--- src/rtl/usbclk_pkg.sv ---
package usbclk_pkg;

   typedef enum logic [1:0] {
      HOLD_NONE  = 2'd0,
      HOLD_LONG  = 2'd1,
      HOLD_SHORT = 2'd2
   } hold_e;

   function automatic int unsigned max_u(input int unsigned a, input int unsigned b);
      return (a > b) ? a : b;
   endfunction

endpackage

--- src/rtl/usbclk_ms_tick.sv ---
module usbclk_ms_tick #(
   parameter int unsigned DIV = 48000
) (
   input  logic clk,
   input  logic rst_n,
   input  logic restart,
   input  logic run,
   output logic tick
);

   if (DIV < 1) begin : g_bad_div
      $error("usbclk_ms_tick: DIV must be at least 1");
   end

   if (DIV == 1) begin : g_direct
      assign tick = run & ~restart;
   end else begin : g_count
      localparam int unsigned PW = $clog2(DIV);
      localparam logic [PW-1:0] LAST = PW'(DIV - 1);
      logic [PW-1:0] pre_q;

      always_ff @(posedge clk) begin
         if (!rst_n) begin
            pre_q <= '0;
         end else if (restart || !run) begin
            pre_q <= '0;
         end else if (pre_q == LAST) begin
            pre_q <= '0;
         end else begin
            pre_q <= pre_q + 1'b1;
         end
      end

      assign tick = run && !restart && (pre_q == LAST);

      // the prescaler never runs past its last count
      p_pre_bound_r3: assert property (@(posedge clk) disable iff (!rst_n)
         pre_q <= LAST);

      // a restart always starts a fresh millisecond
      p_restart_zero_r3: assert property (@(posedge clk) disable iff (!rst_n)
         restart |=> (pre_q == '0));
   end

endmodule

--- src/rtl/usbclk_holdoff.sv ---
module usbclk_holdoff #(
   parameter int unsigned MAX_MS = 5,
   parameter int unsigned LW     = 3
) (
   input  logic          clk,
   input  logic          rst_n,
   input  logic          load,
   input  logic [LW-1:0] load_len,
   input  logic          tick,
   output logic          armed,
   output logic          expire
);

   if (MAX_MS < 1) begin : g_bad_max
      $error("usbclk_holdoff: MAX_MS must be at least 1");
   end
   if ((2 ** LW) <= MAX_MS) begin : g_bad_lw
      $error("usbclk_holdoff: LW too narrow for MAX_MS");
   end

   logic [LW-1:0] rem_q;
   logic          armed_q;

   assign expire = armed_q && tick && (rem_q == LW'(1)) && !load;
   assign armed  = armed_q;

   always_ff @(posedge clk) begin
      if (!rst_n) begin
         rem_q   <= '0;
         armed_q <= 1'b0;
      end else if (load) begin
         rem_q   <= load_len;
         armed_q <= 1'b1;
      end else if (expire) begin
         rem_q   <= '0;
         armed_q <= 1'b0;
      end else if (armed_q && tick) begin
         rem_q   <= rem_q - 1'b1;
      end
   end

   // a running hold always has milliseconds left
   p_rem_live_r3: assert property (@(posedge clk) disable iff (!rst_n)
      armed_q |-> (rem_q != '0 && rem_q <= LW'(MAX_MS)));

   // a load never asks for a zero-length hold
   p_load_len_r4: assert property (@(posedge clk) disable iff (!rst_n)
      load |-> (load_len != '0));

   // a load wins over an expiry in the same cycle
   p_load_wins_r11: assert property (@(posedge clk) disable iff (!rst_n)
      load |=> armed_q);

endmodule

--- src/rtl/usbclk_event_arb.sv ---
module usbclk_event_arb
   import usbclk_pkg::*;
#(
   parameter int unsigned PKT_MS  = 5,
   parameter int unsigned SUSP_MS = 2,
   parameter int unsigned LW      = 3
) (
   input  logic          clk,
   input  logic          rst_n,
   input  logic          act,
   input  logic          pkt,
   input  logic          susp,
   input  logic          armed,
   input  logic          expire,
   output logic          load,
   output logic [LW-1:0] load_len
);

   hold_e mode_q;
   hold_e mode_d;
   hold_e act_mode;

   assign act_mode = (armed && mode_q == HOLD_SHORT) ? HOLD_SHORT : HOLD_LONG;
   assign load     = act | pkt | susp;

   always_comb begin
      if (susp) begin
         mode_d = HOLD_SHORT;
      end else if (pkt) begin
         mode_d = HOLD_LONG;
      end else begin
         mode_d = act_mode;
      end
   end

   assign load_len = (mode_d == HOLD_SHORT) ? LW'(SUSP_MS) : LW'(PKT_MS);

   always_ff @(posedge clk) begin
      if (!rst_n) begin
         mode_q <= HOLD_NONE;
      end else if (load) begin
         mode_q <= mode_d;
      end else if (expire) begin
         mode_q <= HOLD_NONE;
      end
   end

   // the recorded hold kind agrees with whether a countdown runs
   p_mode_tracks_r6: assert property (@(posedge clk) disable iff (!rst_n)
      (mode_q != HOLD_NONE) == armed);

   // a suspend change always selects the short hold
   p_susp_short_r7: assert property (@(posedge clk) disable iff (!rst_n)
      susp |=> (mode_q == HOLD_SHORT));

   // a packet without a suspend change selects the long hold
   p_pkt_long_r5: assert property (@(posedge clk) disable iff (!rst_n)
      (pkt && !susp) |=> (mode_q == HOLD_LONG));

endmodule

--- src/rtl/usb_clkreq_timer.sv ---
module usb_clkreq_timer
   import usbclk_pkg::*;
#(
   parameter int unsigned TICK_DIV = 48000,
   parameter int unsigned PKT_MS   = 5,
   parameter int unsigned SUSP_MS  = 2
) (
   input  logic clk,
   input  logic rst_n,
   input  logic bus_act_i,
   input  logic pkt_done_i,
   input  logic susp_chg_i,
   input  logic wake_en_i,
   output logic need_clk_o,
   output logic wake_req_o
);

   localparam int unsigned MAX_MS = max_u(PKT_MS, SUSP_MS);
   localparam int unsigned LW     = $clog2(MAX_MS + 1);

   if (PKT_MS < 1 || SUSP_MS < 1) begin : g_bad_hold
      $error("usb_clkreq_timer: hold lengths must be at least 1 ms");
   end

   logic          load;
   logic [LW-1:0] load_len;
   logic          tick;
   logic          armed;
   logic          expire;
   logic          wake_q;
   logic          any_ev;

   assign any_ev = bus_act_i | pkt_done_i | susp_chg_i;

   usbclk_event_arb #(
      .PKT_MS  (PKT_MS),
      .SUSP_MS (SUSP_MS),
      .LW      (LW)
   ) u_arb (
      .clk      (clk),
      .rst_n    (rst_n),
      .act      (bus_act_i),
      .pkt      (pkt_done_i),
      .susp     (susp_chg_i),
      .armed    (armed),
      .expire   (expire),
      .load     (load),
      .load_len (load_len)
   );

   usbclk_ms_tick #(
      .DIV (TICK_DIV)
   ) u_tick (
      .clk     (clk),
      .rst_n   (rst_n),
      .restart (load),
      .run     (armed),
      .tick    (tick)
   );

   usbclk_holdoff #(
      .MAX_MS (MAX_MS),
      .LW     (LW)
   ) u_hold (
      .clk      (clk),
      .rst_n    (rst_n),
      .load     (load),
      .load_len (load_len),
      .tick     (tick),
      .armed    (armed),
      .expire   (expire)
   );

   always_ff @(posedge clk) begin
      if (!rst_n) begin
         wake_q <= 1'b0;
      end else begin
         wake_q <= wake_en_i && any_ev && !armed;
      end
   end

   assign need_clk_o = armed;
   assign wake_req_o = wake_q;

   // every event leaves the flag set
   p_event_sets_r2: assert property (@(posedge clk) disable iff (!rst_n)
      any_ev |=> need_clk_o);

   // the flag only falls on a countdown expiry
   p_fall_on_expire_r3: assert property (@(posedge clk) disable iff (!rst_n)
      $fell(need_clk_o) |-> $past(expire));

   // a wakeup pulse only marks the first cycle of a set flag
   p_wake_rise_r9: assert property (@(posedge clk) disable iff (!rst_n)
      wake_req_o |-> (need_clk_o && !$past(need_clk_o)));

   // no wakeup pulse while the enable is low
   p_wake_gate_r10: assert property (@(posedge clk) disable iff (!rst_n)
      !wake_en_i |=> !wake_req_o);

endmodule

--- config.mk ---
export PLATFORM = sky130hd
export DESIGN_NAME = usb_clkreq_timer
export DESIGN_NICKNAME = d
export VERILOG_FILES = /design/src/rtl/usbclk_pkg.sv /design/src/rtl/usbclk_ms_tick.sv /design/src/rtl/usbclk_holdoff.sv /design/src/rtl/usbclk_event_arb.sv /design/src/rtl/usb_clkreq_timer.sv
export SDC_FILE = /design/constraint.sdc
export NUM_CORES = 1
export LEC_CHECK = 0
export BUFFER_PORTS_ARGS = -buffer_cell sky130_fd_sc_hd__buf_2
export CORE_MARGIN = 5
export CORE_UTILIZATION = 41
export CTS_CLUSTER_SIZE = 20
export DETAILED_ROUTE_END_ITERATION = 8
export SLEW_MARGIN = 20
export SYNTH_ARGS = -nofsm -noshare
export SYNTH_HDL_FRONTEND = slang
export SYNTH_HIERARCHICAL = 1
export SYNTH_SLANG_ARGS = --single-unit
--- constraint.sdc ---
create_clock -name clk -period 2.6 [get_ports clk]
set_clock_uncertainty 0.15 [all_clocks]
set_input_delay 0.52 -clock clk [delete_from_list [all_inputs] [get_ports clk]]
set_output_delay 0.52 -clock clk [all_outputs]
set_load 0.01 [all_outputs]
==> summary.md, run 1 <==
| Metric | Value |
|---|---|
| Power Dens Cells | between 400 and 500 nW/µm² |
| RSZ-0062 raised after global routing | false |
| Die area | between 4000 and 5000 µm² |
| Max_cap viols | 0 |
| Gpl congestion | 0.767 |
| Clk buf depth | 2 |
| Drt first pass iters | 4 |
| Area leader, netlist | dfxtp_1 |
| Via-per-instance ratio | 5.24 |
| P_sw | 127 µW |
| Initial antenna violation count | 0 |
| Post-synth cell types | 35 |
| Peak supply drop | 209 µV |
| Max Used Layer | met4 |
| Largest net degree at the start of global routing | 17 |
| Gr ovfl total | 0 |
| DR vias | 885 |
| Worst hold path type | input port to flop |
| First-pass GRT wire length | 3680 µm |
| Routed WL per cell | 12.5 µm |
| Register area share after synthesis | 37.7% |
| Initial Utilization | 43.5% |
| Final min period | ~2300 ps |
| Main synth FF type | dfxtp_1 |
| CTS buffer count | 3 |
| I/O Buffers | 7 |
| Sequential Power Share | 64.9% |
| Syn Nets | 136 |
| Top cell type's share of synthesized area | 37.7% |
| Hold-fix buffers, CTS | 0 |
| Dpl hpwl | between 1500 and 2000 µm |
| #FFs+latches synth | 23 |
| Relative max-transition margin | between 70% and 80% |
| Post-synth design cell area | 1220 µm² |
| CTS tree | built |
| Post-synth EDFFs | 0 |
| Max-slew violations | 0 |
| Share of layout cells above drive strength 1 | 25.4% |
| Top cells by area, synth | dfxtp_1, xnor2_1, nor2_1, nor4_2, nand4_4 |
| Worst-Skew Late Latency | roughly 300 ps |
| Sw Share | 22.5% |
| Setup bufs post-CTS | 0 |
| CP required | 2650 ps |
| Startpoint type of the worst setup path | flop |
| Final ANT Viol Nets | 0 |
| Hold Fails Final Rpt | 0 |
| Metal-1 WL | ~1100 µm |
| Commonest cells after routing, fill and taps aside | dfxtp_1, nor2_1, xnor2_1 |
| # setup viols final | 0 |
| Nets@finish | 148 |
| Setup_tns | 0 ps |
| Crit path arrival time | 2330 ps |
| Final worst slack | 317 ps |
| GRT Resource Usage Total | around 11% |
| Crit-path max FO | 5 |
| Pre-CTS setup slack | 157 ps |
| Power Internal | 437 µW |
| Resized cells post-CTS | 0 |
| Wire length on met3 | 34 µm |
| Comb pwr share | 6.5% |
| Synth Instances | 127 |
| Die height | between 60 and 70 µm |
| Mapped Avg Cell Area | 9.61 µm² |
| Leakage Power | 0.447 nW |
| # DRC | 0 |
| Clk slew on worst S/H paths | 120 ps |
| Sink Count | 23 |
| Setup crit end kind | flop |
| Area delta synth->final | 8.72% |
| Root Driver | clkbuf_4 |
| H-tree levels | 1 |
| Ports | 8 |
| Iteration-0 DRC Markers | 34 |
| Vias in the first global route | 799 |
| Yosys warnings | 6 |
| Worst slew pin tran | 315 ps |
| Total length of routed met2 wires | 923 µm |
| Ant. Diodes | 0 |
| Core Region | 2810 µm² |
| Clock group share of total power | 28.6% |
| Rows | 19 |
| FFs w/ async S/R, synth | 0% |
| Total routed wirelength | between 2000 and 2500 µm |
| Most common cell after layout, fill and taps aside | dfxtp_1 |
| FMAX | 0.438 GHz |
| Period utilization | between 80% and 90% |
| Outcome | finished, final reports clean |
| Crit Path Category | flop to flop |
| Die Wd | 64.5 µm |
[synthesized netlist by cell type (3+ instances only)]
cell	number
a21oi_1	5
dfxtp_1	23
ha_1	3
inv_1	8
nand2_1	3
nand3_1	5
nor2_1	18
nor2_2	4
nor3_1	6
nor4_2	4
o21ai_0	4
xnor2_1	12
[cell families after synthesis]
family | after synthesis | share of synthesized area [%]
muxes | 1 | 0.821
adders and majority gates | 3 | 3.08
buffers and inverters | 10 | 4.00
DFF | 23 | 37.7
xor gates and xnor gates | 14 | 10.1
AOI/OAI and AO/OA | 13 | 6.97
and+or+nand+nor | 63 | 37.3
[per-layer routing]
metal,GRT usage (%),vias up
met2,16.9,4
met4,4.75,0
met5,0,-
met1,14.7,423
met3,2.59,2
li1,-,456
[stage by stage]
stage	total power [mW]	util (%)	instance area (µm²)	hold WS (ps)	cells
2_1_floorplan	0.397	-	1220	310	127
3_3_place_gp	0.408	46.0	1290	358	165
3_5_place_dp	0.409	46.0	1290	377	165
4_1_cts	0.571	46.9	1320	280	169
5_1_grt	0.597	47.3	1330	276	169
6_report	0.564	47.3	1330	293	169
[flip-flops by register name (all words and copies together) (netlist names)]
name	count
wake_req_o	1
u_hold/armed	1
u_hold/rem_q	3
u_arb/mode_q	2
u_tick/g_count.pre_q	16
[power groups by stage]
| stage | Combinational, mW | Clock [mW] | Sequential [mW] |
|---|---|---|---|
| final | 0.0366 | 0.161 | 0.366 |
| after global routing | 0.0413 | 0.189 | 0.367 |
| after CTS | 0.0363 | 0.169 | 0.366 |
| after detailed placement | 0.0361 | 0 | 0.373 |
| after global placement | 0.0349 | 0 | 0.373 |
| after floorplan | 0.0237 | 0 | 0.373 |
[area by class of cell]
cell class                      count  area, µm²
Tap cell                           31       38.8
Clock buffer                        4       26.3
Inverter                            8       30.0
Sequential cell                    23        460
Fill cell                         293       1480
Timing Repair Buffer                9       50.0
Multi-Input combinational cell     94        721
[critical path, cell delays in order (launching register included)]
cell and delay, ps:
dfxtp_1 420, ha_1 280, nand3_4 130, nor2_1 180, nand3_1 110, nor3b_2 270, nand2_2 130, nor3b_2 250
nor2b_1 70, o21ai_0 150, nor2_1 50
[path summary, 6_finish.rpt]
check	startpoint	end	slack (ps)	cells after the start
setup reg to reg	u_tick/g_count.pre_q[1]	u_arb/mode_q[1]	320	10
setup / recovery	u_tick/g_count.pre_q[1]	u_arb/mode_q[1]	320	10
hold reg to reg	u_tick/g_count.pre_q[15]	u_tick/g_count.pre_q[15]	400	2
hold / removal	wake_en_i	wake_req_o	290	3
(Power assumes the default switching activity.)
==> run 2: changes to the inputs <==
--- a/config.mk
+++ b/config.mk
@@ -5,11 +5,11 @@
 export SDC_FILE = /design/constraint.sdc
 export NUM_CORES = 1
 export LEC_CHECK = 0
-export BUFFER_PORTS_ARGS = -buffer_cell sky130_fd_sc_hd__buf_2
 export CORE_MARGIN = 5
 export CORE_UTILIZATION = 41
 export CTS_CLUSTER_SIZE = 20
 export DETAILED_ROUTE_END_ITERATION = 8
+export DONT_BUFFER_PORTS = 1
 export SLEW_MARGIN = 20
 export SYNTH_ARGS = -nofsm -noshare
 export SYNTH_HDL_FRONTEND = slang
==> run 2 against run 1 <==
Worst hold slack lost 150 ps. First-iteration DRC count grew 2.9%. Design area shrank 3.9%. Flip-flop and latch count is the same. Sequential power is essentially flat. Register-to-register slack lost 90 ps. Cell count shrank 5.3%. Fmax shrank 3.8%.
==> summary.md, run 2 (synthesis results as in run 1) <==
| Metric | Value |
|---|---|
| P_sw | 137 µW (+8.1%) |
| Routed WL per cell | 12.6 µm (+1.0%) |
| Sw Share | 24.1% (+1.6 points) |
| Total length of routed met2 wires | 918 µm (-0.54%) |
| Via-per-instance ratio | 5.36 (+2.4%) |
| Ports | 8 (unchanged) |
| Share of layout cells above drive strength 1 | 20.2% (-5.2 points) |
| DR vias | 858 (-3.1%) |
| Worst slew pin tran | 332 ps (+16.9 ps) |
| Die Wd | 64.5 µm (unchanged) |
| Max Used Layer | met4 |
| Core Region | 2810 µm² (unchanged) |
| CTS tree | built |
| Gr ovfl total | 0 (unchanged) |
| Leakage Power | 0.406 nW (-9.2%) |
| # setup viols final | 0 (unchanged) |
| Clk slew on worst S/H paths | 140 ps (+20 ps) |
| Die area | 4170 µm² (unchanged) |
| Wire length on met3 | 51 µm (+50%) |
| FMAX | 0.422 GHz (-3.8%) |
| Setup bufs post-CTS | 0 (unchanged) |
| Total routed wirelength | 2020 µm (-4.4%) |
| FF+latch area | 460 µm² (unchanged) |
| Die height | 64.5 µm (unchanged) |
| Max-slew violations | 0 (unchanged) |
| Clock group share of total power | 30.9% (+2.3 points) |
| Root Driver | clkbuf_4 |
| Peak supply drop | 311 µV (+49%) |
| Max_cap viols | 0 (unchanged) |
| Largest net degree at the start of global routing | 17 (unchanged) |
| RSZ-0062 raised after global routing | false |
| Crit-path max FO | 5 (unchanged) |
| H-tree levels | 1 (unchanged) |
| Resized cells post-CTS | 0 (unchanged) |
| Clk buf depth | 2 (unchanged) |
| Worst hold path type | input port to flop |
| Ant. Diodes | 0 (unchanged) |
| Drt first pass iters | 4 (unchanged) |
| Sink Count | 23 (unchanged) |
| Reg2reg path depth | 10 (unchanged) |
| Power Dens Cells | 446 nW/µm² (+5.0%) |
| Sequential Power Share | 64.5% (-0.4 points) |
| Iteration-0 DRC Markers | 35 (+2.9%) |
| Final ANT Viol Nets | 0 (unchanged) |
| Crit path arrival time | 2450 ps (+120 ps) |
| Area delta synth->final | 4.51% |
| Setup_tns | 0 ps (unchanged) |
| Relative max-transition margin | 77.9% (-0.87 points) |
| CTS buffer count | 3 (unchanged) |
| Largest registers | u_tick/g_count.pre_q (16), u_hold/rem_q (3), u_arb/mode_q (2) |
| Power Internal | 432 µW (-1.1%) |
| First-pass GRT wire length | 3620 µm (-1.9%) |
| Final Power | 569 µW (+0.97%) |
| CP required | 2680 ps (+30 ps) |
| Hold Path Cell Cnt | 1 (-2) |
| Metal-1 WL | 1010 µm (-12%) |
| Most common cell after layout, fill and taps aside | dfxtp_1 |
| Initial Utilization | 43.5% (unchanged) |
| Crit Path Category | flop to flop |
| Rows | 19 (unchanged) |
| Multi-input logic area | 716 µm² (-0.69%) |
| Outcome | finished, final reports clean |
| Period utilization | 91.2% (+3.4 points) |
| Vias in the first global route | 804 (+0.63%) |
| Startpoint type of the worst setup path | flop |
| Nets@finish | 139 (-6.1%) |
| Comb pwr share | 4.6% (-1.9 points) |
| Initial antenna violation count | 0 (unchanged) |
| # DRC | 0 (unchanged) |
| Commonest cells after routing, fill and taps aside | dfxtp_1, nor2_1, xnor2_1 |
| Fillers | 280 (-4.4%) |
| Dpl hpwl | 1470 µm (-5.3%) |
| Setup crit end kind | flop |
| Hold Fails Final Rpt | 0 (unchanged) |
| Largest register FFs | 16 (unchanged) |
| Final min period | 2370 ps (+89.7 ps) |
| Worst-Skew Late Latency | 330 ps (+30 ps) |
| Gpl congestion | 0.685 (-11%) |
| GRT Resource Usage Total | 11.3% (+0.33 points) |
| I/O Buffers | 0 (-7) |
| Hold-fix buffers, CTS | 0 (unchanged) |
| Largest Register | u_tick/g_count.pre_q |
[run 2: power groups by stage]
| stage | clock [mW] | combinational, mW | sequential [mW] |
|---|---|---|---|
| after floorplan | 0 | 0.0237 | 0.373 |
| after global placement | 0 | 0.0251 | 0.375 |
| after detailed placement | 0 | 0.0260 | 0.375 |
| after CTS | 0.190 | 0.0262 | 0.367 |
| after global routing | 0.205 | 0.0298 | 0.368 |
| final | 0.176 | 0.0259 | 0.367 |
[run 2: layout make-up]
cell class                      count  area share (%)
Clock buffer                        3            1.77
Clock inverter                      1           0.589
Inverter                            8            2.36
Multi-Input combinational cell     94            56.1
Sequential cell                    23            36.1
Tap cell                           31            3.04
[run 2: path summary, 6_finish.rpt]
check | startpoint | endpoint | slack, ps
max | u_tick/g_count.pre_q[0] | u_arb/mode_q[1] | 230
min | rst_n | u_arb/mode_q[0] | 140
max reg2reg | u_tick/g_count.pre_q[0] | u_arb/mode_q[1] | 230
min reg2reg | u_tick/g_count.pre_q[0] | u_tick/g_count.pre_q[0] | 360
[run 2: worst max-delay path, cell delays in order (launching register included)]
cell and delay (ps):
dfxtp_1 430, ha_1 270, nand3_4 130, nor2_1 180, nand3_1 110, nor3b_2 270
nand2_2 120, nor3b_1 330, nor2b_1 80, o21ai_0 160, nor2_1 50
[run 2: stage by stage]
step | instance area, µm² | instances | worst slack, ps | util, % | hold WS [ps]
4_1_cts | 1270 | 160 | 110 | 45.3 | 125
5_1_grt | 1270 | 160 | 12.6 | 45.5 | 113
3_3_place_gp | 1240 | 156 | 240 | 44.2 | 324
2_1_floorplan | 1220 | 127 | 363 | - | 310
3_5_place_dp | 1240 | 156 | 139 | 44.2 | 339
6_report | 1270 | 160 | 228 | 45.5 | 145
[run 2: routing by layer]
layer / vias to the layer above / GRT usage [%]
li1: 439 / -
met1: 410 / 13.7
met2: 4 / 17.8
met3: 5 / 4.15
met4: 0 / 5.54
met5: - / 0
==> run 3: changes to the inputs <==
--- a/config.mk
+++ b/config.mk
@@ -6,10 +6,12 @@
 export NUM_CORES = 1
 export LEC_CHECK = 0
 export CORE_MARGIN = 5
-export CORE_UTILIZATION = 41
+export CORE_UTILIZATION = 60
 export CTS_CLUSTER_SIZE = 20
 export DETAILED_ROUTE_END_ITERATION = 8
 export DONT_BUFFER_PORTS = 1
+export PLACE_DENSITY = 0.76
+export SKIP_LAST_GASP = 1
 export SLEW_MARGIN = 20
 export SYNTH_ARGS = -nofsm -noshare
 export SYNTH_HDL_FRONTEND = slang
==> run 3 against run 2 <==
Routed wire length down 5.8%. Fmax is 0.75% higher. Flip-flop and latch count stayed put. Total power down 3.2%. Design area about the same. Sequential power barely moved. Worst hold slack improved by 37 ps. Global-route usage grew 4.0 points. Cell count decreased by 1.9%. Combinational power rose by 3%. Via count down 3.4%. Clock-buffer cell count increased by 1.
==> summary.md, run 3 (synthesis results as in run 1) <==
| Metric | Value |
|---|---|
| Power Dens Cells | 432 nW/µm² (-3.1%) |
| Worst slew pin tran | 338 ps (+6.26 ps) |
| Final ANT Viol Nets | 0 (unchanged) |
| Core Region | 1940 µm² (-31%) |
| Ports | 8 (unchanged) |
| Max_cap viols | 0 (unchanged) |
| Pre-CTS setup slack | 174 ps (+35.2 ps) |
| Reg2reg path depth | 10 (unchanged) |
| Final instance area | 1270 µm² (about the same) |
| Rows | 16 (-3) |
| Leakage Power | 0.413 nW (+1.6%) |
| I/O Buffers | 0 (unchanged) |
| Period utilization | 90.6% (-0.68 points) |
| Hold-fix buffers, CTS | 0 (unchanged) |
| Worst-Skew Late Latency | 300 ps (-30 ps) |
| DR vias | 829 (-3.4%) |
| Gr ovfl total | 0 (unchanged) |
| Outcome | finished, final reports clean |
| H-tree levels | 1 (unchanged) |
| FF+latch area | 460 µm² (unchanged) |
| Most common cell after layout, fill and taps aside | dfxtp_1 |
| Post-placement cell area | 1240 µm² (+0.20%) |
| # DRC | 0 (unchanged) |
| Largest register FFs | 16 (unchanged) |
| Fillers | 179 (-36%) |
| Root Driver | clkbuf_4 |
| CTS buffer count | 3 (unchanged) |
| R2R Path End | u_arb/mode_q[1] |
| CTS tree | built |
| Commonest cells after routing, fill and taps aside | dfxtp_1, nor2_1, xnor2_1 |
| CP startpoint | u_tick/g_count.pre_q[1] |
| Share of layout cells above drive strength 1 | 20.0% (-0.16 points) |
| Die Wd | 55.1 µm (-15%) |
| Die area | 3030 µm² (-27%) |
| FMAX | 0.425 GHz (+0.75%) |
| Crit Path Category | flop to flop |
| Clk buf depth | 2 (unchanged) |
| Startpoint type of the worst setup path | flop |
| Final Power | 551 µW (-3.2%) |
| Largest registers | u_tick/g_count.pre_q (16), u_hold/rem_q (3), u_arb/mode_q (2) |
| Setup crit end kind | flop |
| Multi-input logic area | 716 µm² (unchanged) |
| Final worst slack | 245 ps (+17.7 ps) |
| Dpl hpwl | 1450 µm (-1.2%) |
| Crit path arrival time | 2400 ps (-50 ps) |
| Hold Fails Final Rpt | 0 (unchanged) |
| Iteration-0 DRC Markers | 6 (-83%) |
| Relative max-transition margin | 77.4% (-0.42 points) |
| Drt first pass iters | 4 (unchanged) |
| Clk slew on worst S/H paths | 120 ps (-20 ps) |
| RR Startpoint | u_tick/g_count.pre_q[1] |
| Via-per-instance ratio | 5.28 (-1.5%) |
| Final Core Density | 65.6% (+20 points) |
| Total routed wirelength | 1910 µm (-5.8%) |
| Vias in the first global route | 801 (-0.37%) |
| # setup viols final | 0 (unchanged) |
| Nets@finish | 140 (+0.72%) |
| Largest net degree at the start of global routing | 17 (unchanged) |
| Worst hold path type | input port to flop |
| Setup_tns | 0 ps (unchanged) |
| Crit-path max FO | 5 (unchanged) |
| Largest Register | u_tick/g_count.pre_q |
| WHS Endpoint | u_arb/mode_q[0] |
| Area delta synth->final | 4.41% (about the same) |
| Hold Path Cell Cnt | 1 (unchanged) |
| Gpl congestion | 0.779 (+14%) |
| Max-slew violations | 0 (unchanged) |
| Ant. Diodes | 0 (unchanged) |
| Die height | 55.1 µm (-15%) |
| Hold Startpoint | rst_n |
| Peak supply drop | 265 µV (-15%) |
| Initial antenna violation count | 0 (unchanged) |
| Final min period | 2350 ps (-17.7 ps) |
| Sink Count | 23 (unchanged) |
| CP required | 2640 ps (-40 ps) |
| Routed WL per cell | 12.1 µm (-4.0%) |
| GRT Resource Usage Total | 15.3% (+4.0 points) |
| R2r setup slk | 250 ps (+20 ps) |
| Initial Utilization | 62.8% (+19 points) |
| First-pass GRT wire length | 3370 µm (-6.9%) |
-- run 3: worst max-delay path by stage --
stage / end / cells past startpoint
floorplan: u_arb/mode_q[1] / 10
global placement: u_arb/mode_q[1] / 10
detailed placement: u_arb/mode_q[1] / 10
CTS: u_arb/mode_q[1] / 10
global route: u_arb/mode_q[1] / 10
finish: u_arb/mode_q[1] / 10
-- run 3: through the flow --
stage                     hold WS, ps  instances
after global placement            362        153
after global routing              155        157
after CTS                         164        157
after detailed placement          366        153
after floorplan                   310        127
final                             182        157
-- run 3: what timing repair did --
action	in CTS	in global routing
buffers inserted	0	0
resized for setup	0	1
endpoints found under the setup margin	0	2
endpoints found under the hold margin	0	0
-- run 3: metal layers --
| layer | up-vias | wire, µm | share of wire, % | track usage [%] |
|---|---|---|---|---|
| met5 | - | 0 | 0 | 0 |
| met4 | 0 | 12 | 0.63 | 6.07 |
| met3 | 2 | 56 | 2.9 | 2.68 |
| met2 | 8 | 954 | 50 | 25.6 |
| met1 | 383 | 880 | 46 | 19.5 |
| li1 | 436 | - | - | - |
-- run 3: power breakdown --
group	switching [mW]	internal, mW
sequential	0.00704	0.360
clock	0.0973	0.0597
combinational	0.0134	0.0133
-- run 3: layout make-up --
type / instances / area share, %
tap: 27 / 2.65
clock buffer: 4 / 2.06
multi-input combinational: 94 / 56.2
sequential: 23 / 36.1
inverter: 8 / 2.36
timing repair buffer: 1 / 0.589
-- run 3: worst max-delay path: stages, from the launching register on --
cell	delay (ps)
dfxtp_1	410
ha_1	270
nand3_4	130
nor2_1	180
nand3_1	120
nor3b_2	280
nand2_2	120
nor3b_1	310
nor2b_1	80
o21ai_0	150
nor2_1	60
